File: src/rtl/pscan_pkg.sv
package pscan_pkg;

    // How segments after the first obtain their serial input.
    typedef enum logic {
        CHAIN_SERIAL = 1'b0,
        CHAIN_BCAST  = 1'b1
    } chain_mode_e;

    // Cells held by one partition of a segment.
    function automatic int cells_per_part(input int cells, input int parts);
        return cells / parts;
    endfunction

endpackage

File: src/rtl/pscan_part.sv
module pscan_part #(
    parameter int W = 2
) (
    input  logic         clk,
    input  logic         rst_n,
    input  logic         scan_en,
    input  logic         part_sel,
    input  logic         part_si,
    input  logic [W-1:0] func_d,
    output logic [W-1:0] cells_q,
    output logic         part_so
);

    typedef struct packed {
        logic [W-1:0] cells;
    } part_state_t;

    part_state_t state_d, state_q;
    logic [W:0]  shift_ext;

    always_comb begin
        state_d   = state_q;
        shift_ext = {state_q.cells, part_si};
        if (!scan_en) begin
            state_d.cells = func_d;
        end else if (part_sel) begin
            state_d.cells = shift_ext[W-1:0];
        end
        // part_sel low in scan mode: cells recirculate their own value
    end

    always_ff @(posedge clk or negedge rst_n) begin
        if (!rst_n) begin
            state_q <= '0;
        end else begin
            state_q <= state_d;
        end
    end

    assign cells_q = state_q.cells;
    assign part_so = part_sel ? state_q.cells[W-1] : part_si;

    // a deselected partition keeps its contents while shifting elsewhere
    a_r3_hold: assert property (@(posedge clk) disable iff (!rst_n)
        (scan_en && !part_sel) |=> $stable(cells_q));

    // functional capture
    a_r5_capture: assert property (@(posedge clk) disable iff (!rst_n)
        !scan_en |=> (cells_q == $past(func_d)));

    // head cell takes the partition input
    a_r2_shift_head: assert property (@(posedge clk) disable iff (!rst_n)
        (scan_en && part_sel) |=> (cells_q[0] == $past(part_si)));

    generate
        if (W > 1) begin : g_body_chk
            // remaining cells take their predecessor
            a_r2_shift_body: assert property (@(posedge clk) disable iff (!rst_n)
                (scan_en && part_sel) |=> (cells_q[W-1:1] == $past(cells_q[W-2:0])));
        end
    endgenerate

endmodule

File: src/rtl/pscan_seg.sv
module pscan_seg
    import pscan_pkg::*;
#(
    parameter int CELLS = 8,
    parameter int PARTS = 4
) (
    input  logic             clk,
    input  logic             rst_n,
    input  logic             scan_en,
    input  logic [PARTS-1:0] part_sel,
    input  logic             seg_si,
    input  logic [CELLS-1:0] func_d,
    output logic [CELLS-1:0] cells_q,
    output logic             seg_so
);

    localparam int W = cells_per_part(CELLS, PARTS);

    generate
        if (PARTS < 1 || (CELLS % PARTS) != 0) begin : g_bad_split
            $error("pscan_seg: CELLS must be a non-zero multiple of PARTS");
        end
    endgenerate

    logic [PARTS:0] link;

    assign link[0] = seg_si;

    generate
        for (genvar j = 0; j < PARTS; j++) begin : g_part
            pscan_part #(.W(W)) i_part (
                .clk      (clk),
                .rst_n    (rst_n),
                .scan_en  (scan_en),
                .part_sel (part_sel[j]),
                .part_si  (link[j]),
                .func_d   (func_d[j*W +: W]),
                .cells_q  (cells_q[j*W +: W]),
                .part_so  (link[j+1])
            );
        end
    endgenerate

    assign seg_so = link[PARTS];

    // with every partition bypassed, the segment is a straight wire
    a_r4_bypass_all: assert property (@(posedge clk) disable iff (!rst_n)
        (part_sel == '0) |-> (seg_so == seg_si));

    // with the last partition selected, its tail cell drives the output
    a_r4_last_tail: assert property (@(posedge clk) disable iff (!rst_n)
        part_sel[PARTS-1] |-> (seg_so == cells_q[CELLS-1]));

endmodule

File: src/rtl/pscan_chain.sv
module pscan_chain
    import pscan_pkg::*;
#(
    parameter int SEGS  = 2,
    parameter int CELLS = 8,
    parameter int PARTS = 4
) (
    input  logic                  clk,
    input  logic                  rst_n,
    input  logic                  scan_en,
    input  logic [PARTS-1:0]      part_sel,
    input  logic                  bcast_sel,
    input  logic                  scan_in,
    input  logic [SEGS*CELLS-1:0] func_d,
    output logic [SEGS*CELLS-1:0] cell_q,
    output logic [SEGS-1:0]       scan_out
);

    chain_mode_e     chain_mode;
    logic [SEGS-1:0] seg_si;

    assign chain_mode = chain_mode_e'(bcast_sel);

    generate
        for (genvar k = 0; k < SEGS; k++) begin : g_seg
            if (k == 0) begin : g_head
                assign seg_si[k] = scan_in;
            end else begin : g_tail
                assign seg_si[k] = (chain_mode == CHAIN_BCAST) ? scan_in : scan_out[k-1];
            end

            pscan_seg #(.CELLS(CELLS), .PARTS(PARTS)) i_seg (
                .clk      (clk),
                .rst_n    (rst_n),
                .scan_en  (scan_en),
                .part_sel (part_sel),
                .seg_si   (seg_si[k]),
                .func_d   (func_d[k*CELLS +: CELLS]),
                .cells_q  (cell_q[k*CELLS +: CELLS]),
                .seg_so   (scan_out[k])
            );

            // in broadcast mode the first partition of every segment sees scan_in
            a_r8_bcast_feed: assert property (@(posedge clk) disable iff (!rst_n)
                (scan_en && bcast_sel && part_sel[0]) |=> (cell_q[k*CELLS] == $past(scan_in)));
        end
    endgenerate

    // reset clears every cell
    a_r1_reset_clear: assert property (@(posedge clk)
        !rst_n |-> (cell_q == '0));

endmodule

File: config.mk
export PLATFORM = sky130hd
export DESIGN_NAME = pscan_chain
export DESIGN_NICKNAME = d
export VERILOG_FILES = /design/src/rtl/pscan_pkg.sv /design/src/rtl/pscan_part.sv /design/src/rtl/pscan_seg.sv /design/src/rtl/pscan_chain.sv
export SDC_FILE = /design/constraint.sdc
export NUM_CORES = 1
export LEC_CHECK = 0
export ABC_AREA = 1
export ABC_CLOCK_PERIOD_IN_PS = 3000
export CAP_MARGIN = 25
export CORE_MARGIN = 8
export CORE_UTILIZATION = 43
export CTS_CLUSTER_SIZE = 30
export DETAILED_ROUTE_END_ITERATION = 12
export PLACE_DENSITY_LB_ADDON = 0.25
export SLEW_MARGIN = 10
export SYNTH_ARGS = -nofsm -noshare
export SYNTH_HDL_FRONTEND = slang
export SYNTH_SLANG_ARGS = --single-unit
File: constraint.sdc
create_clock -name clk -period 3 [get_ports clk]
set_clock_uncertainty 0.2 [all_clocks]
set_input_delay 0.6 -clock clk [delete_from_list [all_inputs] [get_ports clk]]
set_output_delay 0.6 -clock clk [all_outputs]
set_load 0.02 [all_outputs]
==> metrics, run 1 <==
post-synthesis sequential area ratio 0.440; CP arrival 2040 ps; initial antenna violation count 0; Placeable Area 0.00198 mm2; worst slew pin tran 769 ps; Flop pwr share 0.417; boundary pin count 43; Fmax achieved 352 MHz; PortBufs 42; Post-DP HPWL approximately 2.2 mm; Die ar. 0.00385 mm2; CTS Buf Count 3; Switching Share 0.313; R2R Setup Slk 1350 ps; width of the die around 62 um; DR iter-0 viols 20; CTS tree built; vias in the first global route between 1000 and 1500; endpoint type of the worst setup path output port; Post-Syn Nets 148; DRC errors left 0; unrepaired setup endpoints after global routing false; max reg flops 16; Rows 16; Max clock buf depth 2; PwrDens 411 mW/mm2; Yosys warnings 0; Pre-antenna DRT Iters 4; CP required around 2200 ps; Crit Path Category input pin to output port; final hold violations 0; top sig layer met4; count of different cell masters after synthesis 17; clock tree root driver cell clkbuf_4; IR drop worst, VDD 0.000284 V; Fillers ~160; Hold WC Path Type flip-flop to flip-flop; Syn Inst Count between 100 and 150; worst-path maximum fanout 4; top cells by area, synth dfrtp_1 (44%), nand2_1 (21%), nand3_1 (8.2%); Antenna diodes 0; TritonCTS Sinks 16; CP Launch Type input pin; DR vias/cell around 4.9; postcts setup bufs 0; syn_area_per_cell 7.41 um2; Clk network pwr share 0.236; total number of vias 1018; routed length on met3 around 190 um; leading area contributor after synthesis dfrtp_1; crit share post-route 0.947; WL final 2.75 mm; reg2reg path depth 10; Worst slew margin 0.485; NetSw 193 uW; hold_ws 323 ps; antenna-violating nets left 0; multi-input logic area 442 um2; leakage 0.752 nW; Hold Buf Count CTS 0; Max H-tree Level 1; metal2 WL about 1.4 mm; clk_lat worst skew 290 ps; Layout area overhead 64.7%; overall routing resource usage 0.157; Final TNS setup 0 ps; total grt overflow 0; Slew Viols, Final 0; fin nets 208; share of layout cells above drive strength 1 0.192; Synth top area share 0.440; routed len/inst around 13 um; M1 wire length between 1 and 1.5 mm; internal power 424 uW; Starting Density 0.460; Die H between 60 and 70 um; status finished clean; combinational power share 0.346; synthesis-stage register bit count 16; worst hold stages 2; clk slew on worst S/H paths 100 ps; register area around 400 um2; MaxCap Viol Count 0; Period minus WS final roughly 2800 ps; pin count of the biggest net entering global routing 17; Final setup viols 0; GP Congestion approximately 0.88; first-pass GRT wire length 4.49 mm; Mapped Area 911 um2
[power by group through the flow]
stage	clock, mW	sequential [mW]	combinational [mW]
floorplan	0	0.286	0.0688
global placement	0	0.260	0.215
detailed placement	0	0.262	0.218
CTS	0.147	0.258	0.217
global route	0.158	0.262	0.232
finish	0.146	0.257	0.214
[per-layer routing]
metal,vias to the layer above,track usage
li1,513,-
met1,471,0.171
met2,30,0.274
met3,4,0.0432
met4,0,0.0747
met5,-,0
[logic make-up after synthesis]
kind of cell,after synthesis,synth area share
AOI/OAI and AO/OA,10,0.0755
buffers and inverters,16,0.0755
DFF,16,0.440
and+or+nand+nor,81,0.409
[repair_timing]
item | 4_1_cts | 5_1_grt
endpoints found under the setup margin | 2 | 1
gates cloned | 0 | 0
gates resized for setup | 6 | 1
[metrics by stage]
| stage | cell area, um2 | util | setup WS [ps] | total power [mW] | cells |
|---|---|---|---|---|---|
| finish | 1500 | 0.757 | 158 | 0.617 | 209 |
| global route | 1500 | 0.757 | 60.7 | 0.651 | 209 |
| CTS | 1500 | 0.756 | 81.3 | 0.622 | 209 |
| detailed placement | 1470 | 0.741 | -369 | 0.479 | 205 |
| global placement | 1470 | 0.741 | -278 | 0.475 | 205 |
| floorplan | 911 | - | 692 | 0.355 | 123 |
[final timing paths]
check	from	endpoint
setup / recovery	part_sel[2]	scan_out[0]
hold / removal	g_seg[0].i_seg.g_part[0].i_part.cells_q[1]$_DFFE_PN0P_	g_seg[0].i_seg.g_part[0].i_part.cells_q[1]$_DFFE_PN0P_
setup reg to reg	g_seg[0].i_seg.g_part[1].i_part.cells_q[1]$_DFFE_PN0P_	g_seg[1].i_seg.g_part[2].i_part.cells_q[0]$_DFFE_PN0P_
hold reg to reg	g_seg[0].i_seg.g_part[0].i_part.cells_q[1]$_DFFE_PN0P_	g_seg[0].i_seg.g_part[0].i_part.cells_q[1]$_DFFE_PN0P_
max in group asynchronous	rst_n	g_seg[1].i_seg.g_part[0].i_part.cells_q[1]$_DFFE_PN0P_
min in group asynchronous	rst_n	g_seg[1].i_seg.g_part[2].i_part.cells_q[1]$_DFFE_PN0P_
[cell usage after synthesis, drive strengths merged]
cell type  number
a221o           2
o21ai           1
nor2            4
a22o            1
nand3          21
dfrtp          16
or2             5
a21oi           4
inv            12
buf             4
o211ai          2
nand2          51
[layout make-up]
| type | count | area share |
|---|---|---|
| clock buffers | 4 | 0.0242 |
| inverters | 12 | 0.0300 |
| multi-input cells | 91 | 0.294 |
| flip-flops and latches | 16 | 0.267 |
| well taps | 27 | 0.0225 |
| repair buffers | 59 | 0.362 |
[layout by cell type, fill, tap and decap left out, types with 2 or more instances in the layout]
| cell type | Yosys | layout |
|---|---|---|
| a21oi_1 | 4 | 4 |
| a221o_1 | 2 | 2 |
| buf_4 | 2 | 17 |
| clkbuf_4 | 0 | 3 |
| clkdlybuf4s50_1 | 0 | 38 |
| dfrtp_1 | 16 | 16 |
| dlygate4sd2_1 | 0 | 2 |
| inv_1 | 9 | 9 |
| inv_2 | 3 | 3 |
| nand2_1 | 51 | 51 |
| nand3_1 | 15 | 15 |
| nand3_2 | 6 | 6 |
| nor2_1 | 4 | 4 |
| o211ai_1 | 2 | 2 |
| or2_2 | 4 | 4 |
[worst max-delay path: stages]
cell and delay, ps:
clkdlybuf4s50_1 520, inv_1 80, buf_4 150, or2_2 260, nand3_1 80, nand2_1 40
dlygate4sd2_1 310
(Power assumes the default switching activity.)
==> run 2, diff against run 1 <==
--- a/config.mk
+++ b/config.mk
@@ -10,7 +10,6 @@
 export CAP_MARGIN = 25
 export CORE_MARGIN = 8
 export CORE_UTILIZATION = 43
-export CTS_CLUSTER_SIZE = 30
 export DETAILED_ROUTE_END_ITERATION = 12
 export PLACE_DENSITY_LB_ADDON = 0.25
 export SLEW_MARGIN = 10
==> results of run 2 <==
Final layout, timing and power as in run 1 (identical DEF).
==> run 3, diff against run 2 <==
--- a/config.mk
+++ b/config.mk
@@ -11,8 +11,10 @@
 export CORE_MARGIN = 8
 export CORE_UTILIZATION = 43
 export DETAILED_ROUTE_END_ITERATION = 12
+export GPL_TIMING_DRIVEN = 0
 export PLACE_DENSITY_LB_ADDON = 0.25
 export SLEW_MARGIN = 10
 export SYNTH_ARGS = -nofsm -noshare
 export SYNTH_HDL_FRONTEND = slang
 export SYNTH_SLANG_ARGS = --single-unit
+export TNS_END_PERCENT = 10
==> metrics, run 3 (synthesis gave the netlist of run 1 again) <==
status finished clean (unchanged); vias in the first global route 971 (was 1044); placed insts 192 (was 205); Rows 16 (unchanged); most frequent cells in the layout nand2_1 (50), clkdlybuf4s50_1 (36), dfrtp_1 (16), nand3_1 (14), inv_1 (8) (was nand2_1 (51), clkdlybuf4s50_1 (38), buf_4 (17), dfrtp_1 (16), nand3_1 (15)); Max clock buf depth 2 (unchanged); overall routing resource usage 0.147 (was 0.157); antenna-violating nets left 0 (unchanged); leakage 0.693 nW (was 0.752 nW); design area 0.00140 mm2 (was 0.00150 mm2); total grt overflow 0 (unchanged); first-pass GRT wire length 4.26 mm (was 4.49 mm); Slew Viols, Final 0 (unchanged); Layout area overhead 54.1% (was 64.7%); Antenna diodes 0 (unchanged); pin count of the biggest net entering global routing 17 (unchanged); Placement Setup Slack -483 ps (was -369 ps); clock tree root driver cell clkbuf_4 (unchanged); Period minus WS final 2900 ps (was 2840 ps); Pre-antenna DRT Iters 4 (unchanged); CTS Buf Count 3 (unchanged); Worst slew margin 0.504 (was 0.485); Starting Density 0.460 (unchanged); postcts setup bufs 0 (unchanged); final hold violations 0 (unchanged); CP Launch Type input pin (unchanged); DRC errors left 0 (unchanged); Hold WC Path Type flip-flop to flip-flop (unchanged); worst-path maximum fanout 3 (was 4); DR iter-0 viols 32 (was 20); CTS tree built (unchanged); Die ar. 0.00385 mm2 (unchanged); DR vias/cell 5.03 (was 4.87); clk_lat worst skew 290 ps (about the same); Fmax achieved 345 MHz (was 352 MHz); IR drop worst, VDD 0.000253 V (was 0.000284 V); CP required 2200 ps (about the same); Hold Buf Count CTS 0 (unchanged); crit share post-route 0.967 (was 0.947); share of layout cells above drive strength 1 0.142 (was 0.192); Final TNS setup 0 ps (unchanged); Die H 62.0 um (unchanged); WL final 2.59 mm (was 2.75 mm); MaxCap Viol Count 0 (unchanged); clk slew on worst S/H paths 100 ps (about the same); worst slew pin tran 742 ps (was 769 ps); routed len/inst 13.2 um (about the same); Max H-tree Level 1 (unchanged); total number of vias 986 (was 1018); PwrDens 429 mW/mm2 (was 411 mW/mm2); endpoint type of the worst setup path output port (unchanged); Post-DP HPWL 2.06 mm (was 2.16 mm); Final Util 0.708 (was 0.757); PortBufs 42 (unchanged); Fillers 160 (was 157); max reg flops 16 (unchanged); CP arrival 2100 ps (was 2040 ps); initial antenna violation count 0 (unchanged); commonest non-fill, non-tap cell in the layout nand2_1 (unchanged); width of the die 62.0 um (unchanged); hold_ws 327 ps (was 323 ps); Placeable Area 0.00198 mm2 (unchanged); GP Congestion 0.907 (was 0.879); TritonCTS Sinks 16 (unchanged); fin nets 195 (was 208); PnR worst setup slack 98.8 ps (was 158 ps); Crit Path Category input pin to output port (unchanged); boundary pin count 43 (unchanged); Pwr Total 603 uW (was 617 uW); Non-Filler Instances 196 (was 209); Final setup viols 0 (unchanged); Placed Area 0.00137 mm2 (was 0.00147 mm2)
run 3: cell types whose count changed in the layout (fill, tap and decap cells not counted), sizes merged:
cell / before / now
buf: 18 / 5
clkdlybuf4s50: 38 / 36
dlygate4sd2: 2 / 4
run 3: per-layer routing:
layer | track usage | wire (um) | up-vias
met2 | 0.239 | 1220 | 39
li1 | - | - | 491
met1 | 0.177 | 1100 | 451
met4 | 0.0552 | 31 | 0
met3 | 0.0432 | 236 | 5
met5 | 0 | 0 | -
run 3: final cells by class:
type,instances,area [um2],area share
Tap cell,27,33.8,0.0241
Buffer,4,23.8,0.0169
Clock buffer,4,36.3,0.0258
Sequential cell,16,400,0.285
Multi-Input combinational cell,91,449,0.320
Timing Repair Buffer,42,415,0.296
Inverter,12,45.0,0.0321
run 3: worst paths after layout:
check                      slack (ps)  cells past startpoint                                                endpoint                                                    from
min reg2reg                       330                      2  g_seg[1].i_seg.g_part[0].i_part.cells_q[0]$_DFFE_PN0P_  g_seg[1].i_seg.g_part[0].i_part.cells_q[0]$_DFFE_PN0P_
min                               330                      2  g_seg[1].i_seg.g_part[0].i_part.cells_q[0]$_DFFE_PN0P_  g_seg[1].i_seg.g_part[0].i_part.cells_q[0]$_DFFE_PN0P_
max in group asynchronous        1600                      1  g_seg[0].i_seg.g_part[1].i_part.cells_q[1]$_DFFE_PN0P_                                                   rst_n
max                               100                     13                                             scan_out[1]                                                 scan_in
max reg2reg                      1430                      9  g_seg[1].i_seg.g_part[3].i_part.cells_q[0]$_DFFE_PN0P_  g_seg[0].i_seg.g_part[1].i_part.cells_q[1]$_DFFE_PN0P_
min in group asynchronous         540                      1  g_seg[1].i_seg.g_part[3].i_part.cells_q[1]$_DFFE_PN0P_                                                   rst_n
run 3: worst max-delay path, stage by stage:
cell	delay, ps
clkdlybuf4s50_1	460
nand2_2	110
nand3_2	70
nand3_2	90
nand3_2	70
nand3_2	70
nand3_2	80
nand3_2	80
nand3_2	70
nand3_1	80
nand2_1	50
buf_4	120
buf_4	150
run 3: power by group:
| group | leakage, nW | switching [mW] | internal, mW |
|---|---|---|---|
| clock network | 0.0210 | 0.0730 | 0.0739 |
| registers | 0.195 | 0.0197 | 0.238 |
| logic | 0.477 | 0.0983 | 0.0995 |
| total | 0.693 | 0.191 | 0.412 |
run 3: timing repair:
action,in CTS,in global routing
resized for setup,6,4
setup endpoints to repair,2,1
endpoints found under the hold margin,0,0
